$ cat src/rtl/irq_route_pkg.sv
package irq_route_pkg;
  localparam logic [4:0] OFS_INDEX  = 5'h00;
  localparam logic [4:0] OFS_WINDOW = 5'h10;
  localparam logic [7:0] IDX_ID     = 8'h00;
  localparam logic [7:0] IDX_VER    = 8'h01;
  localparam logic [7:0] IDX_BASE   = 8'h10;
  localparam logic [7:0] VER_CODE   = 8'h11;

  typedef struct packed {
    logic       mask;
    logic       trig;
    logic [2:0] dmode;
    logic [7:0] vector;
    logic [7:0] dest;
  } rte_t;

  localparam rte_t RTE_RST = '{mask: 1'b1, trig: 1'b0, dmode: 3'h0, vector: 8'h0, dest: 8'h0};

  function automatic logic [31:0] lo_word(rte_t e);
    return {15'h0, e.mask, e.trig, 4'h0, e.dmode, e.vector};
  endfunction

  function automatic logic [31:0] hi_word(rte_t e);
    return {e.dest, 24'h0};
  endfunction
endpackage

$ cat src/rtl/irq_route_regs.sv
module irq_route_regs
  import irq_route_pkg::*;
#(
  parameter int unsigned N_LINES = 24
) (
  input  logic                    clk_i,
  input  logic                    rst_ni,
  input  logic                    wr_en_i,
  input  logic [4:0]              addr_i,
  input  logic [31:0]             wdata_i,
  output logic [31:0]             rdata_o,
  output logic [N_LINES-1:0]      mask_o,
  output logic [N_LINES-1:0][7:0] vector_o,
  output logic [N_LINES-1:0][7:0] dest_o
);
  localparam int unsigned ENT_W   = (N_LINES > 1) ? $clog2(N_LINES) : 1;
  localparam int unsigned TOP_IDX = 32'(IDX_BASE) + 2 * N_LINES;
  localparam logic [7:0]  MAX_ENT = 8'(N_LINES - 1);

  logic [7:0] idx_q, id_q, rel;
  rte_t       tbl_q [N_LINES];
  logic       in_tbl, wr_idx, wr_win;
  logic [ENT_W-1:0] ent;
  logic [31:0] win_data;

  assign rel    = idx_q - IDX_BASE;
  assign in_tbl = (idx_q >= IDX_BASE) && (32'(idx_q) < TOP_IDX);
  assign ent    = rel[ENT_W:1];
  assign wr_idx = wr_en_i && (addr_i == OFS_INDEX);
  assign wr_win = wr_en_i && (addr_i == OFS_WINDOW);

  always_ff @(posedge clk_i or negedge rst_ni) begin
    if (!rst_ni) begin
      idx_q <= '0;
      id_q  <= '0;
      for (int i = 0; i < N_LINES; i++) tbl_q[i] <= RTE_RST;
    end else begin
      if (wr_idx) idx_q <= wdata_i[7:0];
      if (wr_win) begin
        if (idx_q == IDX_ID) begin
          id_q <= wdata_i[31:24];
        end else if (in_tbl) begin
          if (rel[0]) begin
            tbl_q[ent].dest <= wdata_i[31:24];
          end else begin
            tbl_q[ent].mask   <= wdata_i[16];
            tbl_q[ent].trig   <= wdata_i[15];
            tbl_q[ent].dmode  <= wdata_i[10:8];
            tbl_q[ent].vector <= wdata_i[7:0];
          end
        end
      end
    end
  end

  always_comb begin
    win_data = '0;
    if (idx_q == IDX_ID)       win_data = {id_q, 24'h0};
    else if (idx_q == IDX_VER) win_data = {8'h0, MAX_ENT, 8'h0, VER_CODE};
    else if (in_tbl)           win_data = rel[0] ? hi_word(tbl_q[ent]) : lo_word(tbl_q[ent]);
  end

  always_comb begin
    case (addr_i)
      OFS_INDEX:  rdata_o = {24'h0, idx_q};
      OFS_WINDOW: rdata_o = win_data;
      default:    rdata_o = '0;
    endcase
  end

  for (genvar g = 0; g < N_LINES; g++) begin : g_out
    assign mask_o[g]   = tbl_q[g].mask;
    assign vector_o[g] = tbl_q[g].vector;
    assign dest_o[g]   = tbl_q[g].dest;
  end


  a_r1_index_load: assert property (@(posedge clk_i) disable iff (!rst_ni)
    wr_idx |=> idx_q == $past(wdata_i[7:0]));
  // a window write outside the table and ID register leaves every mask as it was
  a_r7_oor_write_ignored: assert property (@(posedge clk_i) disable iff (!rst_ni)
    (wr_win && !in_tbl && idx_q != IDX_ID) |=> $stable(mask_o));
endmodule

$ cat src/rtl/irq_route_edge.sv
module irq_route_edge #(
  parameter int unsigned N_LINES = 24
) (
  input  logic               clk_i,
  input  logic               rst_ni,
  input  logic [N_LINES-1:0] irq_i,
  input  logic [N_LINES-1:0] mask_i,
  input  logic [N_LINES-1:0] ack_i,
  output logic [N_LINES-1:0] pending_o
);
  logic [N_LINES-1:0] prev_q, pend_q, rise;

  assign rise = irq_i & ~prev_q;

  always_ff @(posedge clk_i or negedge rst_ni) begin
    if (!rst_ni) begin
      prev_q <= '0;
      pend_q <= '0;
    end else begin
      prev_q <= irq_i;
      // a new edge outranks a same-cycle acknowledge; the mask outranks both
      pend_q <= ((pend_q & ~ack_i) | rise) & ~mask_i;
    end
  end

  assign pending_o = pend_q;


  a_r8_edge_latched: assert property (@(posedge clk_i) disable iff (!rst_ni)
    (|(rise & ~mask_i)) |=> ((pend_q & $past(rise & ~mask_i)) == $past(rise & ~mask_i)));

  a_r9_masked_not_pending: assert property (@(posedge clk_i) disable iff (!rst_ni)
    (pend_q & $past(mask_i)) == '0);
endmodule

$ cat src/rtl/irq_route_arb.sv
module irq_route_arb #(
  parameter int unsigned N_LINES = 24
) (
  input  logic [N_LINES-1:0]         pending_i,
  output logic [N_LINES-1:0]         grant_o,
  output logic [$clog2(N_LINES)-1:0] idx_o,
  output logic                       valid_o
);
  localparam int unsigned IW = $clog2(N_LINES);

  assign grant_o = pending_i & (~pending_i + 1'b1);
  assign valid_o = |pending_i;

  always_comb begin
    idx_o = '0;
    for (int i = 0; i < N_LINES; i++)
      if (grant_o[i]) idx_o = IW'(i);
  end


  always_comb begin
    a_r10_grant_onehot: assert ($onehot0(grant_o));
    a_r10_grant_lowest: assert (((grant_o - 1'b1) & pending_i) == '0 || !valid_o);
  end
endmodule

$ cat src/rtl/irq_route_table.sv
module irq_route_table
  import irq_route_pkg::*;
#(
  parameter int unsigned N_LINES = 24
) (
  input  logic               clk_i,
  input  logic               rst_ni,
  input  logic               wr_en_i,
  input  logic [4:0]         addr_i,
  input  logic [31:0]        wdata_i,
  output logic [31:0]        rdata_o,
  input  logic [N_LINES-1:0] irq_i,
  output logic               req_valid_o,
  input  logic               req_ready_i,
  output logic [7:0]         req_vector_o,
  output logic [7:0]         req_dest_o
);
  localparam int unsigned IW = $clog2(N_LINES);

  logic [N_LINES-1:0]      mask, pending, grant, ack;
  logic [N_LINES-1:0][7:0] vector, dest;
  logic [IW-1:0]           gidx;

  irq_route_regs #(.N_LINES(N_LINES)) u_regs (
    .clk_i, .rst_ni, .wr_en_i, .addr_i, .wdata_i, .rdata_o,
    .mask_o(mask), .vector_o(vector), .dest_o(dest)
  );

  irq_route_edge #(.N_LINES(N_LINES)) u_edge (
    .clk_i, .rst_ni, .irq_i, .mask_i(mask), .ack_i(ack), .pending_o(pending)
  );

  irq_route_arb #(.N_LINES(N_LINES)) u_arb (
    .pending_i(pending), .grant_o(grant), .idx_o(gidx), .valid_o(req_valid_o)
  );

  assign ack          = grant & {N_LINES{req_valid_o & req_ready_i}};
  assign req_vector_o = vector[gidx];
  assign req_dest_o   = dest[gidx];

  // the accepted line is retired unless a fresh edge arrived on it
  a_r10_ack_retires: assert property (@(posedge clk_i) disable iff (!rst_ni)
    (req_valid_o && req_ready_i && !(|(grant & irq_i))) |=> ((pending & $past(grant)) == '0));
endmodule

$ cat config.mk
export PLATFORM = sky130hd
export DESIGN_NAME = irq_route_table
export DESIGN_NICKNAME = d
export VERILOG_FILES = /design/src/rtl/irq_route_pkg.sv /design/src/rtl/irq_route_regs.sv /design/src/rtl/irq_route_edge.sv /design/src/rtl/irq_route_arb.sv /design/src/rtl/irq_route_table.sv
export SDC_FILE = /design/constraint.sdc
export NUM_CORES = 1
export LEC_CHECK = 0
export ABC_CLOCK_PERIOD_IN_PS = 4900
export BUFFER_PORTS_ARGS = -buffer_cell sky130_fd_sc_hd__buf_2
export CAP_MARGIN = 20
export CORE_MARGIN = 3
export CORE_UTILIZATION = 40
export CTS_CLUSTER_SIZE = 12
export DETAILED_ROUTE_END_ITERATION = 10
export PLACE_DENSITY = 0.58
export SKIP_LAST_GASP = 1
export SYNTH_ARGS = -nofsm -noshare
export SYNTH_HDL_FRONTEND = slang
export SYNTH_SLANG_ARGS = --single-unit
$ cat constraint.sdc
create_clock -name clk_i -period 4.9 [get_ports clk_i]
set_clock_uncertainty 0.05 [all_clocks]
set_input_delay 0.245 -clock clk_i [delete_from_list [all_inputs] [get_ports clk_i]]
set_output_delay 0.245 -clock clk_i [all_outputs]
set_load 0.01 [all_outputs]
==> results of run 1 <==
flip-flops by register name, indices dropped and copies added, names as in the netlist:
register          cells
u_edge.prev_q        24
u_regs.dest_o       192
u_regs.id_q           8
u_regs.mask_o        24
u_regs.tbl_q         96
u_regs.idx_q          8
u_regs.vector_o     192
u_edge.pending_o     24
metal layers:
metal  part of all wire  routed length (um)  vias to the layer above  global-route usage
li1                   -                   -                     8369                   -
met1               0.44               37670                    10347              0.3108
met2               0.47               40130                      701              0.3486
met3              0.067                5729                      155             0.04469
met4              0.026                2251                        0             0.06506
met5                  0                   0                        -                   0
worst max-delay path, cell delays in order, from the launching register on:
cell,delay [ps]
dfrtp_1,450
nor4_4,500
nand4_1,330
nor3_4,750
nor2_4,310
nor2_4,470
and3_1,220
or4_1,110
o211ai_1,240
buf_2,240
synth_stat cells, types with 8 or more instances:
master,instances,share of area
dfrtp_1,544,0.46
mux2_2,531,0.20
nand2_1,216,0.028
mux4_2,169,0.13
mux2i_1,120,0.041
nand3_1,75,0.013
clkbuf_1,73,0.0093
nor2_1,72,0.0092
a21oi_1,53,0.0090
buf_2,52,0.0088
o21ai_0,29,0.0049
nor2_2,25,0.0053
buf_1,24,0.0031
dfstp_2,24,0.021
nand2b_1,21,0.0045
buf_4,19,0.0048
a32oi_1,16,0.0048
a31oi_1,14,0.0030
nor2b_1,14,0.0030
a22oi_1,12,0.0031
o211ai_1,9,0.0023
and3_1,8,0.0017
nor3_1,8,0.0014
what timing repair did:
action	CTS	global route
gates resized for setup	0	4
endpoints found under the setup margin	0	4
hold buffers	26	0
endpoints found under the hold margin	135	0
worst min path at each step:
stage	endpoint	start	cells past startpoint
after floorplan	u_edge.pending_o[0]	rst_ni	0
after global placement	u_regs.tbl_q[290]	rst_ni	1
after detailed placement	u_edge.prev_q[15]	irq_i[15]	1
after CTS	u_regs.mask_o[10]	wdata_i[16]	2
after global routing	u_regs.mask_o[2]	wdata_i[16]	2
final	u_regs.tbl_q[332]	wdata_i[9]	2
kinds of logic after synthesis:
kind of cell | synth area share
AND/OR/NAND/NOR | 0.07660
AO/OA/AOI/OAI | 0.03531
buffers and inverters | 0.02910
flip-flops | 0.4837
multiplexers | 0.3731
adder cells (fa/ha/maj) | 0.002124
other | 0.0001273
layout make-up:
type / count / share of cell area
Sequential cell: 568 / 0.4284
Clock buffer: 96 / 0.05400
Inverter: 6 / 0.0006769
Antenna cell: 2 / 0.0001504
Timing Repair Buffer: 192 / 0.04264
Clock inverter: 11 / 0.003610
Multi-Input combinational cell: 1472 / 0.4348
Tap cell: 950 / 0.03573
report_power, final:
| part | internal, mW | switching, mW | total, mW |
|---|---|---|---|
| sequential | 4.74 | 0.0973 | 4.84 |
| clock | 2.59 | 1.89 | 4.48 |
| combinational | 0.470 | 0.884 | 1.35 |
| total | 7.80 | 2.87 | 10.7 |
per-stage QoR:
| step | hold WS (ps) | cells | setup WS (ps) | total power, mW | area [um2] |
|---|---|---|---|---|---|
| after floorplan | -100.6 | 2220 | 1449 | 5.739 | 29480 |
| after global placement | 311.0 | 3162 | 886.9 | 6.255 | 31060 |
| after detailed placement | 316.3 | 3162 | 874.2 | 6.265 | 31060 |
| after CTS | 78.51 | 3295 | 192.8 | 10.79 | 33240 |
| after global routing | 120.8 | 3296 | 13.15 | 11.06 | 33270 |
| final | 129.7 | 3297 | 316.7 | 10.68 | 33270 |
==> reports/metrics.cfg, run 1 <==
[run_status]
status=completed

[die]
die_w_um=277.3
dieHeight_um=277.3
io_pins=114
initial_utilization=0.4078
die-area_um2=76910
num_rows=98
core_area_um2=72220

[sta]
fin_setup_tns_ps=0
setup_viol=0
maxSlewViolCount=0
tightest_slew_ps=891.6
rsz0062_at_grt=false
fmax_ghz=0.2182
hold_viol=0
finalCritPeriodShare=0.9354
layout_min_cycle_time_ps=4583
slew_headroom=0.4050

[worst_setup_path]
cp-start-kind=flip-flop
r2r_cells=7
rr_endpoint=u_regs.dest_o[112]
reg2reg_from=u_regs.idx_q[2]
path_class=flip-flop to output port
crit_fanout=14
worstSetupEndpointType=output port
worstPathRequired_ps=4610
arrival_ps=4290
ff2ff_setup_slack_ps=1120
crit_end=req_vector_o[1]
critPathLaunch=u_edge.pending_o[2]

[synth]
synthFlopType=dfrtp_1
ys_async_sr_fraction=1.000
synth_cell_types=63
yosysSeqAreaShare=0.4837
syn_inst=2213
synth-edff-count=0
synth-seq-cells=568
netlist_area_um2=29450
ys_warn_count=0
syn_area_per_cell_um2=13.31

[pwr]
peakVddDrop_uv=265.5
leakagePower_nw=14.90
power_density_nw_per_um2=320.9

[detailed_routing]
via_per_inst=5.936
drt_wl_total_mm=85.78
drt_drc_violations_left=0
wl_per_cell_um=26.02
drt_iter0_drc=1697
dr.pass1.iters=5
num_vias=19572
ant_nets=0

[cells_and_area]
postLayoutCoreUtil=0.4607
final_common_cell=dfrtp_1
drive_gt1_frac=0.4397
fin_nets=2370
final_cell_mix=541 x dfrtp_1, 531 x mux2_2, 216 x nand2_1
multi_input_area_um2=14470
n_fill_cell=6325
regArea_um2=14250
areaGrowthSynthToFinish_pct=12.98

[global_route]
grt_first_pass_wirelength_mm=130.3
grt_max_degree=132
overflow=0
grt_use_total=0.2214
grt_antenna_before_repair=3
grt_pass1_vias=20322

[cts]
clockBufferDepth=3
cts-root-buf=clkbuf_16
cts_max_level=2
cts_inserted_buffers=60
cts_tree=yes
clk_pin_slew_ps=60
post_cts_buffers=0
clock-sinks=568
clkLatencyLatePin_ps=640

[place]
port-buffer-count=94
hpwl_mm=54.06
gp_congestion=0.8339

[min_path]
hold_class=input port to flip-flop

[run]
maxCapViolCount=0

No activity file was read; power rests on OpenSTA's default activity.
==> run 2: changes to the inputs <==
--- a/constraint.sdc
+++ b/constraint.sdc
@@ -4,2 +4,2 @@
 set_output_delay 0.245 -clock clk_i [all_outputs]
-set_load 0.01 [all_outputs]
+set_load 0.02 [all_outputs]
==> reports/metrics.cfg, run 2 (synthesis gave the netlist of run 1 again) <==
[pwr]
seqPwrFrac=0.448
total_power_mw=10.82
peakVddDrop_uv=290.3
swShare=0.2718
power.switching_mw=2.941
power_density_nw_per_um2=323.8
pwr-share-clk=0.423
p_comb_frac=0.129
leakagePower_nw=14.97
intPower_mw=7.877

[sta]
finalCritPeriodShare=0.9590
setup_viol=0
layout_min_cycle_time_ps=4699
maxSlewViolCount=0
slew_headroom=0.2921
rsz0062_at_grt=false
hold_viol=0
hold_ws_ps=125.7
fin_ws_ps=201.0
tightest_slew_ps=1062
fin_setup_tns_ps=0
fmax_ghz=0.2128

[detailed_routing]
ant_nets=0
via_per_inst=5.929
num_vias=19619
drt_drc_violations_left=0
wl_per_cell_um=26.39
dr.pass1.iters=9
drt_iter0_drc=1924
drt_wl_total_mm=87.33

[worst_setup_path]
arrival_ps=4400
cpMostUsedCell=or3_4
cp_slowest_stage_delay_ps=560
path_class=flip-flop to output port
crit_fanout=31
worstPathRequired_ps=4610
worstSetupEndpointType=output port
cp-start-kind=flip-flop
cp_cell_sequence=or4_4 > or3_4 > or3_4 > and3_2 > mux2i_1 > a32oi_1 > o221ai_1 > buf_2
r2r_cells=7
slowest_stage=or4_4

[cts]
clkLatencyLatePin_ps=650
clockBufferDepth=3
cts-root-buf=clkbuf_16
cts_tree=yes
cts_inserted_buffers=60
clk_pin_slew_ps=60
cts_max_level=2
clock-sinks=568

[die]
num_rows=98
die-area_um2=76910
io_pins=114
die_w_um=277.3
initial_utilization=0.4078
core_area_um2=72220
dieHeight_um=277.3

[place]
gp_congestion=0.8700
hpwl_mm=54.65
place_area_um2=31090
preCtsSetupSlack_ps=796.2
port-buffer-count=94

[cells_and_area]
fin_nets=2377
drive_gt1_frac=0.4419
stdcell_area_um2=33410
final_common_cell=dfrtp_1
final_cell_mix=541 x dfrtp_1, 531 x mux2_2, 216 x nand2_1
areaGrowthSynthToFinish_pct=13.45

[run_status]
status=completed

[global_route]
grt_use_total=0.2223
grt_pass1_vias=20315
grt_antenna_before_repair=6
grt_first_pass_wirelength_mm=130.6
grt_max_degree=133
overflow=0

[min_path]
hold_class=input port to flip-flop
holdPathStages=2

[run]
maxCapViolCount=0

==> run 2: cell count changes in the layout (fill, tap and decap cells not counted), moves of 2 or more <==
cell,change
a32oi_2,-3
clkbuf_1,-2
and3_2,+2
a32oi_1,+3
buf_12,+3
clkbuf_8,+3
==> run 2: routing by layer <==
layer | track usage | share of wire
met1 | 0.3147 | 0.44
met2 | 0.3479 | 0.46
met3 | 0.04006 | 0.064
met4 | 0.07139 | 0.032
met5 | 0 | 0.00015
==> run 2: path summary, 6_finish.rpt <==
| check | startpoint | to | slack, ps |
|---|---|---|---|
| min in group asynchronous | rst_ni | u_regs.tbl_q[311] | 180 |
| setup reg to reg | u_regs.idx_q[1] | u_regs.dest_o[118] | 1180 |
| setup / recovery | u_edge.pending_o[10] | req_dest_o[7] | 200 |
| hold / removal | wdata_i[16] | u_regs.mask_o[7] | 130 |
| hold reg to reg | u_regs.mask_o[0] | u_edge.pending_o[0] | 450 |
| max in group asynchronous | rst_ni | u_regs.dest_o[184] | 3310 |
==> run 2: worst max-delay path, delay by kind of cell, from the launching register on <==
family	cells	cell delay (ps)
AOI/OAI and AO/OA	2	960
buffers and inverters	1	260
DFF	1	430
muxes	1	230
and+or+nand+nor	4	1840
==> run 2: power groups by stage <==
stage                     combinational [mW]  clock [mW]  sequential [mW]
final                                   1.39        4.57             4.85
after global routing                    1.48        4.87             4.86
after CTS                               1.37        4.68             4.85
after detailed placement                1.35           0             4.93
after global placement                  1.34           0             4.93
after floorplan                        0.904           0             4.85
==> run 2: layout make-up <==
cell class	instances	area [um2]
Fill cell	6285	38810
Multi-Input combinational cell	1474	14460
Sequential cell	568	14250
Clock buffer	97	1831
Timing Repair Buffer	197	1498
Tap cell	950	1189
Clock inverter	14	152.6
Inverter	6	22.52
Antenna cell	3	7.507
==> run 2: timing repair <==
item | in CTS | in global routing
endpoints found under the hold margin | 137 | 0
gates resized for setup | 0 | 1
endpoints found under the setup margin | 0 | 16
hold buffers | 26 | 0
buffers inserted | 0 | 3
==> run 2: stage by stage <==
step,utilization,cells
floorplan,-,2220
global placement,0.4305,3164
detailed placement,0.4305,3164
CTS,0.4616,3301
global route,0.4626,3308
finish,0.4626,3309
